**src/rtl/irq_level_resolver.sv**
```systemverilog
module irq_level_resolver #(
  parameter int LVLS = 16,
  parameter int PIL_W = 4,
  parameter int TL_W = 3,
  parameter int TT_W = 9,
  parameter logic [TT_W-1:0] EXT_BASE = 9'h040,
  parameter logic [TT_W-1:0] GRP_MASK = 9'h1F0,
  parameter int TMR_A = 0,
  parameter int TMR_B = 15,
  parameter int TMR_LVL = 14
) (
  input  logic             clk,
  input  logic             rst,
  input  logic [LVLS-1:0]  ext_lvl,
  input  logic [LVLS-1:0]  soft_int,
  input  logic [PIL_W-1:0] cur_pil,
  input  logic             int_en,
  input  logic [TL_W-1:0]  trap_lvl,
  input  logic [TT_W-1:0]  tt_busy,
  input  logic             vec_pend,
  output logic             irq_req,
  output logic [TT_W-1:0]  irq_tt
);
  localparam logic [LVLS-1:0] TMR_MASK = (LVLS'(1) << TMR_A) | (LVLS'(1) << TMR_B);

  logic [LVLS-1:0] eff;
  logic            below;
  logic [TT_W-1:0] cand;
  logic            nested_block;

  assign eff = ext_lvl | (soft_int & ~TMR_MASK)
             | ((|(soft_int & TMR_MASK)) ? (LVLS'(1) << TMR_LVL) : '0);
  assign below = {1'b0, eff} < ((LVLS+1)'(2) << cur_pil);

  always_comb begin
    cand = '0;
    for (int i = 1; i < LVLS; i++)
      if (eff[i] && (i > int'(cur_pil)))
        cand = EXT_BASE | TT_W'(i);
  end

  assign nested_block = (trap_lvl != '0) && ((tt_busy & GRP_MASK) == EXT_BASE)
                      && (tt_busy > cand);

  always_ff @(posedge clk) begin
    if (rst) begin
      irq_req <= 1'b0;
      irq_tt  <= '0;
    end else if (!vec_pend) begin
      if (below) begin
        irq_req <= 1'b0;
        irq_tt  <= '0;
      end else if (int_en) begin
        if (!nested_block && (cand != irq_tt)) begin
          irq_req <= 1'b1;
          irq_tt  <= cand;
        end
      end else if (irq_req) begin
        irq_req <= 1'b0;
        irq_tt  <= '0;
      end
    end
  end
endmodule


```
**config.mk**
```make
export PLATFORM = sky130hd
export DESIGN_NAME = irq_level_resolver
export DESIGN_NICKNAME = d
export VERILOG_FILES = /design/src/rtl/irq_level_resolver.sv
export SDC_FILE = /design/constraint.sdc
export NUM_CORES = 1
export LEC_CHECK = 0
export BUFFER_PORTS_ARGS = -buffer_cell sky130_fd_sc_hd__buf_4
export CAP_MARGIN = 30
export CORE_UTILIZATION = 53
export DETAILED_ROUTE_END_ITERATION = 6
export PLACE_DENSITY = 0.87
export SLEW_MARGIN = 20
export SYNTH_ARGS = -nofsm -noshare
export SYNTH_HDL_FRONTEND = slang
export SYNTH_SLANG_ARGS = --single-unit
```
**constraint.sdc**
```tcl
create_clock -name clk -period 8.1 [get_ports clk]
set_clock_uncertainty 0.2 [all_clocks]
set_input_delay 0.81 -clock clk [delete_from_list [all_inputs] [get_ports clk]]
set_output_delay 0.81 -clock clk [all_outputs]
set_load 0.02 [all_outputs]
```
==> impl_metrics.tcl, run 1 <==
set metrics [dict create \
    cts_setup_buffers 0 \
    vias 1737 \
    clock-sinks 6 \
    yosys.cell_types.count 50 \
    setup_violations 0 \
    clock_latency_ns 0.25 \
    gr-usage-all-layers_pct 26.7 \
    maxCapViolCount 0 \
    worst_path_largest_cell_delay_ns 0.38 \
    end_kind "flop" \
    grt.overflow.total 0 \
    powerDensity_mw_per_mm2 77.0 \
    synth_edf_count 0 \
    final_net_count 336 \
    cpMostUsedCell "o21ai_0" \
    area_delta_synth_final_pct 28.1 \
    hold_viol 0 \
    cp_max_fo 18 \
    rsz0062_at_grt "no" \
    synth.avg_cell_area_um2 6.97 \
    io_pins 62 \
    final_cells 292 \
    p_leak_uw 0.000820 \
    grt_max_degree 19 \
    ant_nets 0 \
    port_buffers 56 \
    ys_ff_latch 6 \
    postCtsHoldBufs 0 \
    period_needed_ns 3.85 \
    ys_warn_count 0 \
    die_area_mm2 0.00300 \
    syn-instance-count 212 \
    initial_utilization_pct 58.1 \
    outcome "finished clean" \
    drcViolationCount 0 \
    peakVddDrop_uv 86.4 \
    initialDrtViolationCount 35 \
    crit_type "input pin to flop" \
    gp_congestion 0.803 \
    cts.root.buffer_cell "clkbuf_4" \
    grt_pass1_vias 1503 \
    fill_cells 226 \
    drive_gt1_share_pct 27.5 \
    holdCritPathClass "flop to flop" \
    slew_violations 0 \
    core_region_area_mm2 0.00254 \
    crit_arrival_ns 3.79 \
    cts_tree "done" \
    viasPerCell 5.95 \
    worst_pin_slew_ns 0.634 \
    ys.flop_type "dfxtp_1" \
    holdWs_ns 0.329 \
    timing.final.crit_share_pct 47.5 \
    place_hpwl_um 3130 \
    multi_input_area_mm2 0.00123 \
    critPathRequiredTime_ns 8.04 \
    antenna_cells 0 \
    routed_wl_um 3740 \
    cts_resized 0 \
    dp.cells 289 \
    cts.reportedPaths.clkPinSlew_ns 0.05 \
    cpMaxStageDelayCell "o32ai_1" \
    firstDrtPassIters 4 \
    maxClockFrequency_mhz 260 \
    async_reset_ff_share_pct 0 \
    critPathTopFamily "compound AO/OA/AOI/OAI gates" \
    fp.dieW_um 54.8 \
    cp_cell_sequence "buf_4 -> or2_2 -> o32ai_1 -> a211oi_1 -> nor2b_1 -> o21ai_0 -> and2_1 -> inv_1 -> ha_1 -> nor2b_1 -> o21ai_0 -> a21oi_1 -> a211oi_1 -> o21ai_0 -> nor3_1 -> o21ai_0 -> o32ai_1" \
    grt_pass1_wl_um 5970 \
    cts_buffer_depth 2 \
    dpl_worst_slack_ns 4.11 \
    rows 18 \
    die_h_um 54.8 \
    cts_max_level 1 \
    fin_ws_ns 4.25 \
    relSlewSlack_pct 56.6 \
    seqCellArea_um2 120 \
    numCtsBuffers 3 \
    antenna_found_initial 0 \
    synth_area_mm2 0.00148 \
    start_kind "input pin" \
    cp_num_buf_inv 2 \
    post_drt_wl_per_cell_um 12.8 \
    tns_ns 0 \
    yosysSeqAreaShare_pct 8.13 \
]
cell families after synthesis:
family / after synthesis / share of synthesized area [%]
fa+ha+maj: 20 / 16.9
xor+xnor: 1 / 0.593
buf+inv: 28 / 9.23
flops: 6 / 8.13
simple gates: 85 / 29.0
other cells: 1 / 0.254
compound gates: 71 / 35.9
cells in the final DEF (no fill, tap or decap), drive strengths merged, types with 3 or more instances in the layout:
cell type / n
nand4: 4
dfxtp: 6
o21bai: 5
conb: 4
inv: 16
and2: 4
buf: 56
o2bb2ai: 3
or2: 9
o32ai: 8
nor2: 15
nand2: 28
nor3: 3
clkbuf: 3
nor4: 6
a2bb2oi: 3
a21oi: 10
o21ai: 12
o211ai: 3
nand3: 4
nor2b: 5
a211oi: 5
ha: 20
report_power, final:
| part | leakage, µW | total (µW) | internal (µW) | switching, µW |
|---|---|---|---|---|
| clock network | 0.0000138 | 28.3 | 16.8 | 11.5 |
| registers | 0.0000492 | 33.3 | 31.7 | 1.61 |
| logic | 0.000757 | 84.1 | 40.8 | 43.3 |
cell type report:
class | instances | area share (%)
clock buffers | 3 | 1.19
inverters | 16 | 3.17
multi-input cells | 181 | 65.1
flip-flops and latches | 6 | 6.34
well taps | 30 | 1.98
repair buffers | 56 | 22.2
path summary, 6_finish.rpt:
check / startpoint / endpoint / slack [ns] / cells past startpoint
worst max-delay path: cur_pil[1] / irq_tt[2] / 4.25 / 17
worst max register to register: irq_tt[0] / irq_tt[2] / 5.97 / 6
worst min register to register: irq_tt[3] / irq_tt[3] / 0.33 / 2
worst min-delay path: irq_tt[3] / irq_tt[3] / 0.33 / 2
routing by layer:
metal / global-route usage, % / part of all wire [%] / routed length [µm] / vias to the layer above
li1: - / - / - / 894
met1: 34.6 / 46 / 1720 / 777
met5: 0 / 0 / 0 / -
met4: 5.56 / 0.51 / 19 / 0
met2: 48.0 / 47 / 1770 / 63
met3: 1.11 / 6.3 / 234 / 3
state kept, by name (all words and copies together) (netlist names):
name / count
irq_tt: 5
irq_req: 1
synth_stat cells (all sizes together), types with 2 or more instances:
library cell	instances	area (µm²)
nand2	28	105
ha	20	250
inv	16	60.1
nor2	15	56.3
o21ai	12	60.1
a21oi	10	50.1
buf	10	68.8
or2	9	56.3
o32ai	8	70.1
dfxtp	6	120
nor4	6	37.5
a211oi	5	37.5
nor2b	5	31.3
o21bai	5	37.5
and2	4	26.3
nand3	4	20.0
nand4	4	25.0
a2bb2oi	3	26.3
nor3	3	15.0
o211ai	3	22.5
o2bb2ai	3	26.3
a21o	2	15.0
a311oi	2	17.5
a31oi	2	12.5
and3	2	12.5
and4	2	17.5
clkbuf	2	7.51
o21a	2	15.0
o31a	2	17.5
o41ai	2	17.5
per-stage QoR:
stage                     util, %  cell area, µm²  power, µW
after detailed placement     73.5            1870        117
after global routing         74.4            1890        157
after global placement       73.5            1870        116
after CTS                    74.4            1890        146
final                        74.4            1890        146
after floorplan                 -            1490       85.1
tightest hold or removal path, delay by kind of cell (launching register included):
kind                   cells  cell delay [ns]
AOI/OAI and AO/OA          1             0.09
buffers and inverters      1             0.08
DFF                        1             0.31
Power figures use the tool's default switching activity.
==> run 2: changes to the inputs <==
--- a/config.mk
+++ b/config.mk
@@ -7,9 +7,9 @@
 export LEC_CHECK = 0
 export BUFFER_PORTS_ARGS = -buffer_cell sky130_fd_sc_hd__buf_4
 export CAP_MARGIN = 30
-export CORE_UTILIZATION = 53
+export CORE_UTILIZATION = 44
 export DETAILED_ROUTE_END_ITERATION = 6
-export PLACE_DENSITY = 0.87
+export PLACE_DENSITY = 0.77
 export SLEW_MARGIN = 20
 export SYNTH_ARGS = -nofsm -noshare
 export SYNTH_HDL_FRONTEND = slang
==> constraint.sdc (replaced) <==
create_clock -name clk -period 3.3 [get_ports clk]
set_clock_uncertainty 0.2 [all_clocks]
set_input_delay 0.33 -clock clk [delete_from_list [all_inputs] [get_ports clk]]
set_output_delay 0.33 -clock clk [all_outputs]
set_load 0.02 [all_outputs]
==> run 2 against run 1 <==
  * Worst hold slack worse by 0.21 ns
  * Non-clock buffer count is 41 higher
  * Clock power is 150% higher
  * Sequential share of layout area is 1.2 points lower
  * Worst setup slack worse by 4.1 ns
  * Sequential power is 150% higher
  * Global-route usage is 1.2 points lower
  * Cell area is 22% higher
  * Largest cell class unchanged
  * Highest routed layer unchanged
==> impl_metrics.tcl, run 2 (synthesized netlist as in run 1, its figures left out) <==
set metrics [dict create \
    top_regs "irq_tt x5, irq_req x1" \
    cts_max_level 1 \
    postCtsHoldBufs 0 \
    setup_violations 0 \
    cts_tree "done" \
    maxClockFrequency_mhz 318 \
    hold_viol 0 \
    p_leak_uw 0.00104 \
    worst_pin_slew_ns 0.487 \
    cp_max_fo 11 \
    holdCritPathClass "input pin to flop" \
    fin_util_pct 74.0 \
    die_h_um 60.0 \
    rows 20 \
    drcViolationCount 0 \
    vias 1987 \
    peakVddDrop_uv 212 \
    final_net_count 377 \
    initialDrtViolationCount 79 \
    clock-sinks 6 \
    post_drt_wl_per_cell_um 13.7 \
    grt_pass1_wl_um 7120 \
    outcome "finished clean" \
    initial_utilization_pct 47.2 \
    place_hpwl_um 3760 \
    largest_reg_flops 5 \
    maxCapViolCount 0 \
    timing.final.crit_share_pct 95.4 \
    cpMaxStageDelayCell "a311oi_1" \
    layout_commonest_cell "buf_4" \
    grt_max_degree 13 \
    viasPerCell 5.73 \
    start_kind "input pin" \
    core_region_area_mm2 0.00313 \
    final_cell_mix "97 x buf_4, 28 x nand2_1, 20 x ha_1, 16 x inv_1, 13 x nor2_1" \
    top_register "irq_tt" \
    gr-usage-all-layers_pct 25.6 \
    relSlewSlack_pct 66.7 \
    cp.depth 15 \
    rr_worst_depth 6 \
    critPathTopFamily "compound AO/OA/AOI/OAI gates" \
    worst_path_largest_cell_delay_ns 0.37 \
    antenna_found_initial 0 \
    crit_type "input pin to flop" \
    area_delta_synth_final_pct 56.6 \
    fp.dieW_um 60.0 \
    powerDensity_mw_per_mm2 182 \
    grt.overflow.total 0 \
    firstDrtPassIters 4 \
    antenna_cells 0 \
    drive_gt1_share_pct 42.2 \
    fill_cells 260 \
    end_kind "flop" \
    clock_latency_ns 0.25 \
    ant_nets 0 \
    crit_arrival_ns 3.06 \
    slew_violations 0 \
    grt_pass1_vias 1732 \
    cts.reportedPaths.clkPinSlew_ns 0.05 \
    period_needed_ns 3.15 \
    numCtsBuffers 3 \
    cp_cell_sequence "buf_4 -> o21bai_1 -> a311oi_1 -> o21ai_0 -> o21a_1 -> ha_1 -> nor2b_1 -> o21ai_0 -> a21oi_1 -> a211oi_2 -> o211ai_1 -> a31oi_1 -> o31a_1 -> buf_4 -> o32ai_1" \
    hold_depth 2 \
    die_area_mm2 0.00359 \
    cts.root.buffer_cell "clkbuf_4" \
    io_pins 62 \
    gp_congestion 0.848 \
    tns_ns 0 \
    routed_wl_um 4760 \
    port_buffers 56 \
    critPathRequiredTime_ns 3.21 \
    cp_num_buf_inv 2 \
    cts_buffer_depth 2 \
]
## run 2: cell count changes in the layout (fill, tap and decap cells not counted), moves of 2 or more
cell      change
a211oi_2      +3
o21ai_0       -2
nor4_2        +3
o32ai_1       -4
o32ai_2       +3
nor4_1        -3
buf_4        +41
nor2_1        -2
a211oi_1      -3
## run 2: area by class of cell
cell class	instances	area [µm²]	share of cell area [%]
repair buffers	97	728	31.5
multi-input cells	181	1330	57.4
inverters	16	60.1	2.59
clock buffers	3	22.5	0.973
well taps	44	55.1	2.38
flip-flops and latches	6	120	5.19
## run 2: stage by stage
stage               instances  hold slack (ns)  worst slack (ns)  area [µm²]  total power [µW]
floorplan                 215            0.199             0.257        1490               209
global placement          341            0.316            -0.138        2170               323
detailed placement        341            0.334            -0.241        2170               329
CTS                       344            0.100           0.00420        2200               399
global route              347            0.136           -0.0423        2310               450
finish                    347            0.119             0.152        2310               421
## run 2: path summary, 6_finish.rpt
path | startpoint | end | slack [ns]
worst max register to register | irq_tt[0] | irq_tt[2] | 1.19
worst max-delay path | cur_pil[0] | irq_tt[2] | 0.15
worst min register to register | irq_tt[0] | irq_tt[0] | 0.36
worst min-delay path | rst | irq_req | 0.12
## run 2: per-layer routing
layer / up-vias / GRT usage (%) / wire length, µm
li1: 979 / - / -
met1: 934 / 32.9 / 2080
met2: 69 / 47.6 / 2410
met3: 5 / 2.60 / 248
met4: 0 / 0.997 / 29
met5: - / 0 / 0
## run 2: power by group
part	switching (µW)	internal, µW	leakage (µW)
Combinational	128	141	0.000975
Clock	28.2	41.3	0.0000138
Sequential	4.30	77.8	0.0000492
## run 2: what timing repair did
| action | CTS | global route |
|---|---|---|
| pin swaps | 0 | 7 |
| buffers inserted | 0 | 3 |
| gates resized for setup | 1 | 18 |
| endpoints found under the setup margin | 5 | 5 |
| gates cloned | 0 | 0 |
==> run 3: changes to the inputs <==
--- a/config.mk
+++ b/config.mk
@@ -5,9 +5,10 @@
 export SDC_FILE = /design/constraint.sdc
 export NUM_CORES = 1
 export LEC_CHECK = 0
+export ABC_AREA = 1
 export BUFFER_PORTS_ARGS = -buffer_cell sky130_fd_sc_hd__buf_4
 export CAP_MARGIN = 30
-export CORE_UTILIZATION = 44
+export CORE_UTILIZATION = 43
 export DETAILED_ROUTE_END_ITERATION = 6
 export PLACE_DENSITY = 0.77
 export SLEW_MARGIN = 20
==> run 3 against run 2 <==
  * Critical path depth rose by 13
  * Non-clock buffer count fell by 39
  * Sequential power fell by 2%
  * Count of clock-buffer cells in the layout did not move
  * Core utilization fell by 12 points
  * Total power fell by 18%
  * Flip-flop and latch count did not move
  * Cell count fell by 5.5%
  * Largest power group unchanged
==> impl_metrics.tcl, run 3 <==
set metrics [dict create \
    top_regs "irq_tt x5, irq_req x1" \
    start_kind "input pin" \
    seqCellArea_um2 120 \
    die_h_um 59.1 \
    synth_largest_area_cell "ha_1" \
    synth_common_cells "60 x nand2_1, 21 x inv_1, 20 x ha_1, 19 x nor2_1, 15 x nand3_1" \
    ys.flop_type "dfxtp_1" \
    postLayoutCellArea_mm2 0.00190 \
    rr_worst_depth 9 \
    synth.avg_cell_area_um2 6.26 \
    cts_buffer_depth 2 \
    numCtsBuffers 3 \
    cts_setup_buffers 0 \
    drcViolationCount 0 \
    die_area_mm2 0.00349 \
    grt_pass1_wl_um 5420 \
    whs_endpoint "irq_tt[2]" \
    postCtsHoldBufs 0 \
    vias 1585 \
    largest_reg_flops 5 \
    timing.final.crit_share_pct 83.5 \
    r2r_end "irq_tt[0]" \
    antenna_found_initial 0 \
    clock-sinks 6 \
    worst_path_largest_cell_delay_ns 0.24 \
    post_drt_wl_per_cell_um 9.56 \
    powerDensity_mw_per_mm2 181 \
    end_kind "flop" \
    r2r-start "irq_tt[6]" \
    synth_area_mm2 0.00140 \
    ys_ff_latch 6 \
    cts.reportedPaths.clkPinSlew_ns 0.05 \
    antenna_cells 0 \
    total_power_uw 344 \
    layout_commonest_cell "nand2_1" \
    cpMostUsedCell "nand2_1" \
    setup_violations 0 \
    yosysMostFrequentCell "nand2_1" \
    area_delta_synth_final_pct 35.3 \
    maxClockFrequency_mhz 363 \
    cts_max_level 1 \
    hold_viol 0 \
    maxCapViolCount 0 \
    initial_utilization_pct 45.5 \
    grt_max_degree 9 \
    initialDrtViolationCount 44 \
    clock_latency_ns 0.25 \
    port_buffers 56 \
    fp.dieW_um 59.1 \
    tns_ns 0 \
    critPathRequiredTime_ns 3.24 \
    crit_arrival_ns 2.69 \
    core_region_area_mm2 0.00308 \
    ys_warn_count 0 \
    viasPerCell 4.83 \
    synth_edf_count 0 \
    async_reset_ff_share_pct 0 \
    dpl_worst_slack_ns 0.289 \
    crit_type "input pin to flop" \
    grt.overflow.total 0 \
    syn-instance-count 224 \
    gp_congestion 0.878 \
    cp_max_fo 8 \
    cts_resized 0 \
    hold_depth 2 \
    final_net_count 358 \
    drive_gt1_share_pct 35.6 \
    peakVddDrop_uv 144 \
    firstDrtPassIters 4 \
    io_pins 62 \
    yosysSeqAreaShare_pct 8.57 \
    r2r_slack_ns 1.79 \
    cp_num_buf_inv 1 \
    gr-usage-all-layers_pct 19.6 \
    grt_pass1_vias 1381 \
    cts_tree "done" \
    multi_input_area_mm2 0.00117 \
    critPathTopFamily "simple AND/OR/NAND/NOR gates" \
    fin_ws_ns 0.545 \
    ant_nets 0 \
    cpMaxStageDelayCell "nor2_2" \
    fill_cells 306 \
    dpl_cell_area_mm2 0.00187 \
    rows 20 \
    holdCritPathClass "input pin to flop" \
    yosys.cell_types.count 32 \
    routed_wl_um 3140 \
    rsz0062_at_grt "no" \
    hp-start "rst" \
    final_cell_mix "60 x nand2_1, 58 x buf_4, 21 x inv_1, 20 x ha_1, 19 x nor2_1" \
    cts.root.buffer_cell "clkbuf_4" \
    synthTopCellsByArea "ha_1 18%, nand2_1 16%, dfxtp_1 8.6%" \
    period_needed_ns 2.75 \
    synth_top_area_share_pct 17.9 \
    outcome "finished clean" \
    top_register "irq_tt" \
    place_hpwl_um 2740 \
    slew_violations 0 \
    p_leak_uw 0.00101 \
]
-- run 3: changes by cell type in the layout (fill, tap and decap cells not counted), moves of 6 or more --
cell / before / now
nand2_1: 28 / 60
nor2_1: 13 / 19
nand3_1: 4 / 15
o21ai_0: 10 / 3
nand2_2: 0 / 10
buf_4: 97 / 58
-- run 3: power breakdown --
part	total, µW	switching [µW]	internal (µW)
Combinational	193	99.7	93.0
Sequential	80.3	3.68	76.6
Clock	70.6	29.2	41.3
-- run 3: worst max path at each step --
stage	from	endpoint	slack [ns]	cells past startpoint
after floorplan	soft_int[10]	irq_tt[0]	0.68	11
after global placement	cur_pil[3]	irq_tt[3]	0.32	28
after detailed placement	cur_pil[3]	irq_tt[3]	0.29	28
after CTS	cur_pil[3]	irq_tt[3]	0.54	28
after global routing	cur_pil[3]	irq_tt[0]	0.09	27
final	cur_pil[3]	irq_tt[0]	0.55	28
-- run 3: routing by layer --
layer,routed length (µm),vias up,track usage (%)
li1,-,848,-
met5,0,-,0
met4,0,0,0
met2,1430,51,34.9
met3,206,0,4.15
met1,1500,686,25.6
-- run 3: logic make-up after synthesis --
| family | count (synthesis) | synth area share (%) |
|---|---|---|
| buf+inv | 28 | 8.57 |
| xor+xnor | 4 | 2.50 |
| fa+ha+maj | 20 | 17.9 |
| other cells | 1 | 0.268 |
| compound gates | 29 | 12.1 |
| simple gates | 136 | 50.1 |
| flops | 6 | 8.57 |
-- run 3: cell type report --
class                      count  share of cell area (%)
clock buffer                   3                    1.19
inverter                      24                    4.75
multi-input combinational    193                    61.8
sequential                     6                    6.34
tap                           44                    2.90
timing repair buffer          58                    23.0
-- run 3: through the flow --
| stage | hold WS (ns) | cells | utilization [%] |
|---|---|---|---|
| 2_1_floorplan | 0.199 | 227 | - |
| 3_3_place_gp | 0.271 | 325 | 60.9 |
| 3_5_place_dp | 0.282 | 325 | 60.9 |
| 4_1_cts | 0.0790 | 328 | 61.6 |
| 5_1_grt | 0.0777 | 328 | 61.6 |
| 6_report | 0.0826 | 328 | 61.6 |
